## src/rtl/irq_srst_pkg.sv

```systemverilog
package irq_srst_pkg;

    localparam int ADDR_W  = 8;
    localparam int DATA_W  = 32;
    localparam int GIE_BIT = 31;

    localparam logic [ADDR_W-1:0] ADR_GLOBAL = 8'h1C;
    localparam logic [ADDR_W-1:0] ADR_STATUS = 8'h20;
    localparam logic [ADDR_W-1:0] ADR_ENABLE = 8'h28;
    localparam logic [ADDR_W-1:0] ADR_SRESET = 8'h40;

    typedef struct packed {
        logic global_ld;
        logic status_clr;
        logic enable_ld;
        logic sreset;
    } wr_sel_t;

    function automatic logic pending_any(input logic gate,
                                         input logic [DATA_W-1:0] st,
                                         input logic [DATA_W-1:0] en);
        return gate & (|(st & en));
    endfunction

endpackage

```

## src/rtl/irq_bus_decode.sv

```systemverilog
module irq_bus_decode
    import irq_srst_pkg::*;
#(
    parameter int NUM_EVT = 7
) (
    input  logic                 bus_wr,
    input  logic [ADDR_W-1:0]    bus_addr,
    input  logic                 hold,
    input  logic [NUM_EVT-1:0]   status_q,
    input  logic [NUM_EVT-1:0]   enable_q,
    input  logic                 gie_q,
    output wr_sel_t              wsel,
    output logic [DATA_W-1:0]    rdata
);

    always_comb begin
        wsel = '0;
        if (bus_wr && !hold) begin
            case (bus_addr)
                ADR_GLOBAL: wsel.global_ld  = 1'b1;
                ADR_STATUS: wsel.status_clr = 1'b1;
                ADR_ENABLE: wsel.enable_ld  = 1'b1;
                ADR_SRESET: wsel.sreset     = 1'b1;
                default:    wsel            = '0;
            endcase
        end
    end

    always_comb begin
        rdata = '0;
        case (bus_addr)
            ADR_GLOBAL: rdata[GIE_BIT]       = gie_q;
            ADR_STATUS: rdata[NUM_EVT-1:0]   = status_q;
            ADR_ENABLE: rdata[NUM_EVT-1:0]   = enable_q;
            default:    rdata                = '0;
        endcase
    end

endmodule

```

## src/rtl/irq_status_bank.sv

```systemverilog
module irq_status_bank
    import irq_srst_pkg::*;
#(
    parameter int NUM_EVT = 7
) (
    input  logic                 clk,
    input  logic                 clr,
    input  wr_sel_t              wsel,
    input  logic [DATA_W-1:0]    wdata,
    input  logic [NUM_EVT-1:0]   evt,
    output logic [NUM_EVT-1:0]   status_q,
    output logic [NUM_EVT-1:0]   enable_q,
    output logic                 gie_q,
    output logic                 irq_q
);

    logic [NUM_EVT-1:0] clr_mask;
    logic [NUM_EVT-1:0] status_d;

    assign clr_mask = wsel.status_clr ? wdata[NUM_EVT-1:0] : '0;

    // Per-bit update: a pulse in the same cycle as a clear keeps the bit set.
    for (genvar i = 0; i < NUM_EVT; i++) begin : g_bit
        assign status_d[i] = evt[i] | (status_q[i] & ~clr_mask[i]);
    end

    always_ff @(posedge clk) begin
        if (clr) begin
            status_q <= '0;
            enable_q <= '0;
            gie_q    <= 1'b0;
            irq_q    <= 1'b0;
        end else begin
            status_q <= status_d;
            if (wsel.enable_ld) enable_q <= wdata[NUM_EVT-1:0];
            if (wsel.global_ld) gie_q    <= wdata[GIE_BIT];
            irq_q <= pending_any(gie_q, DATA_W'(status_q), DATA_W'(enable_q));
        end
    end

endmodule

```

## src/rtl/irq_srst_seq.sv

```systemverilog
module irq_srst_seq
    import irq_srst_pkg::*;
#(
    parameter int                RST_HOLD = 16,
    parameter logic [DATA_W-1:0] RST_KEY  = 32'h0000_000A
) (
    input  logic              clk,
    input  logic              rst,
    input  logic              sreset_wr,
    input  logic [DATA_W-1:0] wdata,
    output logic              key_hit,
    output logic              core_rst,
    output logic              key_err
);

    localparam int CNT_W = $clog2(RST_HOLD + 1);

    logic [CNT_W-1:0] hold_cnt;

    assign key_hit  = sreset_wr && (wdata == RST_KEY);
    assign core_rst = (hold_cnt != '0);

    always_ff @(posedge clk) begin
        if (rst) begin
            hold_cnt <= '0;
            key_err  <= 1'b0;
        end else begin
            key_err <= sreset_wr && !key_hit;
            if (key_hit)
                hold_cnt <= CNT_W'(RST_HOLD);
            else if (hold_cnt != '0)
                hold_cnt <= hold_cnt - 1'b1;
        end
    end

endmodule

```

## src/rtl/irq_srst_unit.sv

```systemverilog
module irq_srst_unit
    import irq_srst_pkg::*;
#(
    parameter int                NUM_EVT  = 7,
    parameter int                RST_HOLD = 16,
    parameter logic [DATA_W-1:0] RST_KEY  = 32'h0000_000A
) (
    input  logic               clk,
    input  logic               rst,
    input  logic               bus_wr,
    input  logic [ADDR_W-1:0]  bus_addr,
    input  logic [DATA_W-1:0]  bus_wdata,
    output logic [DATA_W-1:0]  bus_rdata,
    input  logic [NUM_EVT-1:0] evt,
    output logic               irq,
    output logic               core_rst,
    output logic               key_err
);

    wr_sel_t            wsel;
    logic [NUM_EVT-1:0] status_q;
    logic [NUM_EVT-1:0] enable_q;
    logic               gie_q;
    logic               key_hit;
    logic               bank_clr;

    assign bank_clr = rst | core_rst | key_hit;

    irq_bus_decode #(.NUM_EVT(NUM_EVT)) u_decode (
        .bus_wr   (bus_wr),
        .bus_addr (bus_addr),
        .hold     (core_rst),
        .status_q (status_q),
        .enable_q (enable_q),
        .gie_q    (gie_q),
        .wsel     (wsel),
        .rdata    (bus_rdata)
    );

    irq_status_bank #(.NUM_EVT(NUM_EVT)) u_bank (
        .clk      (clk),
        .clr      (bank_clr),
        .wsel     (wsel),
        .wdata    (bus_wdata),
        .evt      (evt),
        .status_q (status_q),
        .enable_q (enable_q),
        .gie_q    (gie_q),
        .irq_q    (irq)
    );

    irq_srst_seq #(.RST_HOLD(RST_HOLD), .RST_KEY(RST_KEY)) u_srst (
        .clk       (clk),
        .rst       (rst),
        .sreset_wr (wsel.sreset),
        .wdata     (bus_wdata),
        .key_hit   (key_hit),
        .core_rst  (core_rst),
        .key_err   (key_err)
    );

endmodule

```

## config.mk

```make
export PLATFORM = sky130hd
export DESIGN_NAME = irq_srst_unit
export DESIGN_NICKNAME = d
export VERILOG_FILES = /design/src/rtl/irq_srst_pkg.sv /design/src/rtl/irq_bus_decode.sv /design/src/rtl/irq_status_bank.sv /design/src/rtl/irq_srst_seq.sv /design/src/rtl/irq_srst_unit.sv
export SDC_FILE = /design/constraint.sdc
export NUM_CORES = 1
export LEC_CHECK = 0
export ABC_AREA = 1
export ABC_CLOCK_PERIOD_IN_PS = 3600
export BUFFER_PORTS_ARGS = -buffer_cell sky130_fd_sc_hd__buf_4
export CORE_MARGIN = 3
export CORE_UTILIZATION = 40
export CTS_CLUSTER_DIAMETER = 120
export DETAILED_ROUTE_END_ITERATION = 10
export PLACE_DENSITY = 0.75
export RECOVER_POWER = 50
export SLEW_MARGIN = 40
export SYNTH_ARGS = -nofsm -noshare
export SYNTH_HDL_FRONTEND = slang
export SYNTH_SLANG_ARGS = --single-unit
```

## constraint.sdc

```tcl
create_clock -name clk -period 3.6 [get_ports clk]
set_input_delay 0.72 -clock clk [delete_from_list [all_inputs] [get_ports clk]]
set_output_delay 0.72 -clock clk [all_outputs]
set_load 0.05 [all_outputs]
```

==> results.json, run 1 <==
{
  "synthAdderAreaFrac_pct": 0.762,
  "clkLatencyLatePin_ps": 260,
  "netlist_instances": 268,
  "core_um2": 3800,
  "synth_top_family_by_area": "simple AND/OR/NAND/NOR gates",
  "fin_crit_sh_pct": 77.8,
  "grt_max_degree": 18,
  "arrival_ps": 2080,
  "rows": 22,
  "ys_seq_area_share_pct": 26.8,
  "synth.most_common_cell": "inv_1",
  "ys.warnings.count": 0,
  "min_period_ps": 2800,
  "clock_path_buffers": 2,
  "die_h_um": 70.1,
  "max_stage_delay_ps": 370,
  "synth-xor-area-share_pct": 0.534,
  "synth_top_area_share_pct": 26.8,
  "ant_nets": 0,
  "finalSetupViolCount": 0,
  "vdd_drop_max_mv": 0.515,
  "status": "completed",
  "clkTransAtPathRegs_ps": 80,
  "finalHoldWorstSlack_ps": 472,
  "clockPowerShare_pct": 24.0,
  "ff_latch_area_um2": 440,
  "synth-simple-area-share_pct": 38.6,
  "post_cts_buffers": 0,
  "switching_share_pct": 40.4,
  "grt_pass1_vias": 1534,
  "boundaryPins": 85,
  "drive_above_1_share_pct": 21.6,
  "fp.dieW_um": 70.1,
  "total_power_uw": 959,
  "synthMuxAreaShare_pct": 0,
  "place_congestion": 0.815,
  "worstPathRequired_ps": 2880,
  "portBuffers": 60,
  "grt_antenna_before_repair": 0,
  "cts_tree": "yes",
  "cts_made_buffers": 3,
  "dp_hpwl_um": 3070,
  "dr.pass1.iters": 4,
  "place_area_um2": 2030,
  "finalHoldViolCount": 0,
  "hp-class": "reg -> reg",
  "setup_tns_ps": 0,
  "diodes": 0,
  "routed_wl_um": 3610,
  "p_int_uw": 571,
  "start_kind": "input pin",
  "yosys.area.top_type": "dfxtp_1",
  "grt_util_all_layers_pct": 14.4,
  "synth.avg_cell_area_um2": 6.13,
  "drtIter0Drc": 127,
  "post_cts_resized": 0,
  "grt_pass1_wl_um": 6070,
  "fillCellCount": 405,
  "combPwrFrac_pct": 42.9,
  "grt_remaining_overflow": 0,
  "synth_edf_count": 0,
  "post-place-cells": 373,
  "synthTopCellsByCount": "inv_1 (53), nand2_1 (52), nor2_1 (51), buf_4 (24), dfxtp_1 (22)",
  "grt_setup_unrepaired": "no",
  "cpMaxStageDelayCell": "nor2_2",
  "power.density_nw_per_um2": 460,
  "seqPwrFrac_pct": 33.1,
  "synthFlopType": "dfxtp_1",
  "synthArstFlopShare_pct": 0,
  "cp_max_fo": 10,
  "final_cells": 377,
  "cts_root_buffer": "clkbuf_8",
  "p_leak_nw": 1.05,
  "multi_input_area_um2": 863,
  "die_area_um2": 4910,
  "final_area_um2": 2080,
  "synth.distinct_cells": 26,
  "endpoint_kind": "output port",
  "cts_num_sinks": 22,
  "synth_area_um2": 1640,
  "dr_total_vias": 1675,
  "reg2reg_slack_ps": 1820,
  "drc": 0,
  "yosys_register_bits": 22,
  "fmax_mhz": 357,
  "finClkSkew_ps": 3.09,
  "synthTopCellsByArea": "dfxtp_1 (27%), inv_1 (12%), nand2_1 (12%)",
  "slew_viol_final": 0,
  "initial_core_util_pct": 43.2,
  "areaGrowthSynthToFinish_pct": 27.0,
  "vias_per_cell": 4.44,
  "crit_type": "in -> out",
  "cts_hold_buf": 0,
  "layout.nets": 381,
  "maxSlewHeadroom_pct": 58.6,
  "drv_cap": 0,
  "p_switching_uw": 388,
  "wl_per_cell_um": 9.58,
  "synth-compound-area-share_pct": 7.70,
  "cts_max_level": 1,
  "tightest_slew_ps": 623,
  "path_cells": "clkbuf_4 -> nor2_1 -> nand2_1 -> nor2_2 -> inv_1 -> o22ai_1 -> buf_4"
}
[path summary, 6_finish.rpt]
kind,startpoint,end,depth (start not counted)
worst max-delay path,bus_addr[1],bus_rdata[0],7
worst min-delay path,u_bank.gie_q,u_bank.irq_q,2
worst max register to register,u_srst.hold_cnt[0],u_bank.enable_q[2],7
worst min register to register,u_bank.gie_q,u_bank.irq_q,2
[per-stage QoR]
step / setup WS [ps] / util [%]
2_1_floorplan: 772 / -
3_3_place_gp: 933 / 53.4
3_5_place_dp: 823 / 53.4
4_1_cts: 818 / 55.3
5_1_grt: 643 / 54.9
6_report: 800 / 54.9
[per-layer routing]
layer / GRT usage (%) / vias up / share of wire [%]
li1: - / 891 / -
met1: 17.0 / 714 / 41
met2: 26.5 / 68 / 48
met3: 4.60 / 2 / 10
met4: 1.06 / 0 / 0.11
met5: 0 / - / 0
[sequential cells by signal, summed over array words and instances (netlist names)]
name,count
u_bank.enable_q,7
u_bank.gie_q,1
u_bank.irq_q,1
u_bank.status_q,7
u_srst.hold_cnt,5
u_srst.key_err,1
[logic make-up (layout without fill, tap and decap cells)]
group	after synthesis	count (layout)
and+or+nand+nor	141	141
buffers and inverters	80	118
AOI/OAI and AO/OA	22	22
DFF	22	22
adders and majority gates	1	1
other	1	24
xor gates and xnor gates	1	1
[placed cells by master, fill, tap and decap left out, types with 2 or more instances in the layout]
master,count
inv_1,53
nand2_1,53
clkbuf_1,2
o22ai_1,7
dfxtp_1,22
conb_1,24
buf_4,58
clkbuf_8,3
a21oi_1,10
nor2_1,53
o21ai_0,3
nand3_1,18
nand4_1,5
nor2_2,4
a22o_1,2
[worst max-delay path, delay by kind of cell]
family | cells | cell delay [ps]
compound gates | 1 | 200
buf+inv | 3 | 500
simple gates | 3 | 660
[layout make-up]
| cell class | instances | share of cell area (%) |
|---|---|---|
| flip-flops and latches | 22 | 21.1 |
| repair buffers | 61 | 21.6 |
| clock inverters | 1 | 1.44 |
| multi-input cells | 189 | 41.4 |
| inverters | 53 | 9.54 |
| clock buffers | 3 | 1.98 |
| well taps | 48 | 2.88 |
[power by group through the flow]
stage	Clock, mW	Combinational, mW	Sequential, mW
6_report	0.230	0.412	0.317
3_3_place_gp	0	0.409	0.321
5_1_grt	0.246	0.463	0.325
3_5_place_dp	0	0.415	0.323
4_1_cts	0.236	0.417	0.317
2_1_floorplan	0	0.358	0.317
Power figures use the tool's default switching activity.
==> inputs of run 2 (changes only) <==
--- a/config.mk
+++ b/config.mk
@@ -6,13 +6,13 @@
 export NUM_CORES = 1
 export LEC_CHECK = 0
 export ABC_AREA = 1
-export ABC_CLOCK_PERIOD_IN_PS = 3600
+export ABC_CLOCK_PERIOD_IN_PS = 2250
 export BUFFER_PORTS_ARGS = -buffer_cell sky130_fd_sc_hd__buf_4
 export CORE_MARGIN = 3
 export CORE_UTILIZATION = 40
 export CTS_CLUSTER_DIAMETER = 120
 export DETAILED_ROUTE_END_ITERATION = 10
-export PLACE_DENSITY = 0.75
+export PLACE_DENSITY = 0.78
 export RECOVER_POWER = 50
 export SLEW_MARGIN = 40
 export SYNTH_ARGS = -nofsm -noshare
==> constraint.sdc (replaced) <==
create_clock -name clk -period 2.25 [get_ports clk]
set_input_delay 0.45 -clock clk [delete_from_list [all_inputs] [get_ports clk]]
set_output_delay 0.45 -clock clk [all_outputs]
set_load 0.05 [all_outputs]
==> results.json, run 2 (synthesized netlist as in run 1, its figures left out) <==
{
  "min_period_ps": 1950,
  "vdd_drop_max_mv": 0.343,
  "grt_setup_unrepaired": "no",
  "dp_hpwl_um": 3210,
  "finalHoldWorstSlack_ps": 347,
  "grt_pass1_wl_um": 6200,
  "slew_viol_final": 0,
  "clock_path_buffers": 2,
  "clkTransAtPathRegs_ps": 90,
  "finalSetupViolCount": 0,
  "drc": 0,
  "fmax_mhz": 514,
  "cts_root_buffer": "clkbuf_8",
  "wl_met1_um": 1550,
  "die_area_um2": 4910,
  "total_power_mw": 1.54,
  "reg.largest.list": "u_bank.enable_q x7, u_bank.status_q x7, u_srst.hold_cnt x5",
  "fin_crit_sh_pct": 86.5,
  "cpMaxStageDelayCell": "buf_4",
  "portBuffers": 60,
  "cts_max_level": 1,
  "fillCellCount": 413,
  "drv_cap": 0,
  "dr_total_vias": 1659,
  "fp.dieW_um": 70.1,
  "initial_core_util_pct": 43.2,
  "grt_antenna_before_repair": 0,
  "finClkSkew_ps": 8.85,
  "grt_util_all_layers_pct": 15.2,
  "drtIter0Drc": 76,
  "final_common_cell": "buf_4",
  "highest_layer": "met3",
  "layout.nets": 382,
  "clkLatencyLatePin_ps": 270,
  "diodes": 0,
  "areaGrowthSynthToFinish_pct": 27.7,
  "grt_pass1_vias": 1533,
  "wl_per_cell_um": 10.0,
  "die_h_um": 70.1,
  "finalHoldViolCount": 0,
  "maxSlewHeadroom_pct": 59.2,
  "core_um2": 3800,
  "tightest_slew_ps": 610,
  "boundaryPins": 85,
  "ant_nets": 0,
  "cts_made_buffers": 3,
  "dr_wl_met2_um": 1890,
  "crit_path_frequent_cell": "buf_4",
  "vias_per_cell": 4.39,
  "grt_max_degree": 18,
  "arrival_ps": 1500,
  "hp-class": "in -> reg",
  "path_cells": "buf_4 -> nor2_2 -> nand2_1 -> nor2_2 -> buf_4 -> a22o_1 -> buf_4",
  "cts_num_sinks": 22,
  "routed_wl_um": 3800,
  "crit_type": "in -> out",
  "post_cts_resized": 0,
  "dr.pass1.iters": 4,
  "place_congestion": 0.805,
  "post_cts_buffers": 0,
  "final_cell_mix": "buf_4 (59), inv_1 (53), nand2_1 (53), nor2_1 (52), conb_1 (24)",
  "p_leak_nw": 1.05,
  "cts_tree": "yes",
  "endpoint_kind": "output port",
  "power.density_nw_per_um2": 736,
  "status": "completed",
  "drive_above_1_share_pct": 22.1,
  "rows": 22,
  "cp_max_fo": 8,
  "start_kind": "input pin",
  "worstPathRequired_ps": 1800,
  "setup_tns_ps": 0,
  "grt_remaining_overflow": 0,
  "met3WireLength_um": 361,
  "max_stage_delay_ps": 190,
  "cts_hold_buf": 0
}
==> run 2: changes by cell type in the layout (fill, tap and decap cells not counted), sizes merged <==
cell	previous run	this run
buf	58	59
==> run 2: cell type report <==
class | count | area, µm² | share of cell area, %
Tap cell | 48 | 60.1 | 2.87
Clock inverter | 1 | 30.0 | 1.43
Timing Repair Buffer | 62 | 454 | 21.7
Multi-Input combinational cell | 189 | 871 | 41.6
Sequential cell | 22 | 440 | 21.0
Clock buffer | 3 | 41.3 | 1.97
Inverter | 53 | 199 | 9.49
==> run 2: path summary, 6_finish.rpt <==
| check | from | end | slack [ps] | depth (start not counted) |
|---|---|---|---|---|
| worst max-delay path | bus_addr[1] | bus_rdata[6] | 300 | 7 |
| worst min-delay path | rst | u_srst.hold_cnt[4] | 350 | 2 |
| worst max register to register | u_srst.hold_cnt[0] | u_bank.status_q[2] | 430 | 7 |
| worst min register to register | u_bank.gie_q | u_bank.irq_q | 460 | 2 |
==> run 2: report_power, final <==
group	total (mW)	switching (mW)	internal, mW
logic	0.663	0.443	0.220
clock network	0.371	0.133	0.238
registers	0.509	0.0519	0.457
==> run 2: per-layer routing <==
layer	up-vias	track usage, %
met3	0	4.89
met4	0	2.77
li1	892	-
met1	701	17.7
met5	-	0
met2	66	27.1
==> run 2: worst max-delay path, delay by kind of cell <==
kind	cells	cell delay, ps
AND/OR/NAND/NOR	3	400
AO/OA/AOI/OAI	1	150
buffers and inverters	3	480
==> run 2: through the flow <==
| stage | cells | area (µm²) | setup WS (ps) | util [%] |
|---|---|---|---|---|
| after floorplan | 291 | 1730 | -38.0 | - |
| after global placement | 374 | 2040 | 312 | 53.7 |
| after detailed placement | 374 | 2040 | 290 | 53.7 |
| after CTS | 378 | 2110 | 289 | 55.6 |
| after global routing | 378 | 2100 | 202 | 55.2 |
| final | 378 | 2100 | 304 | 55.2 |
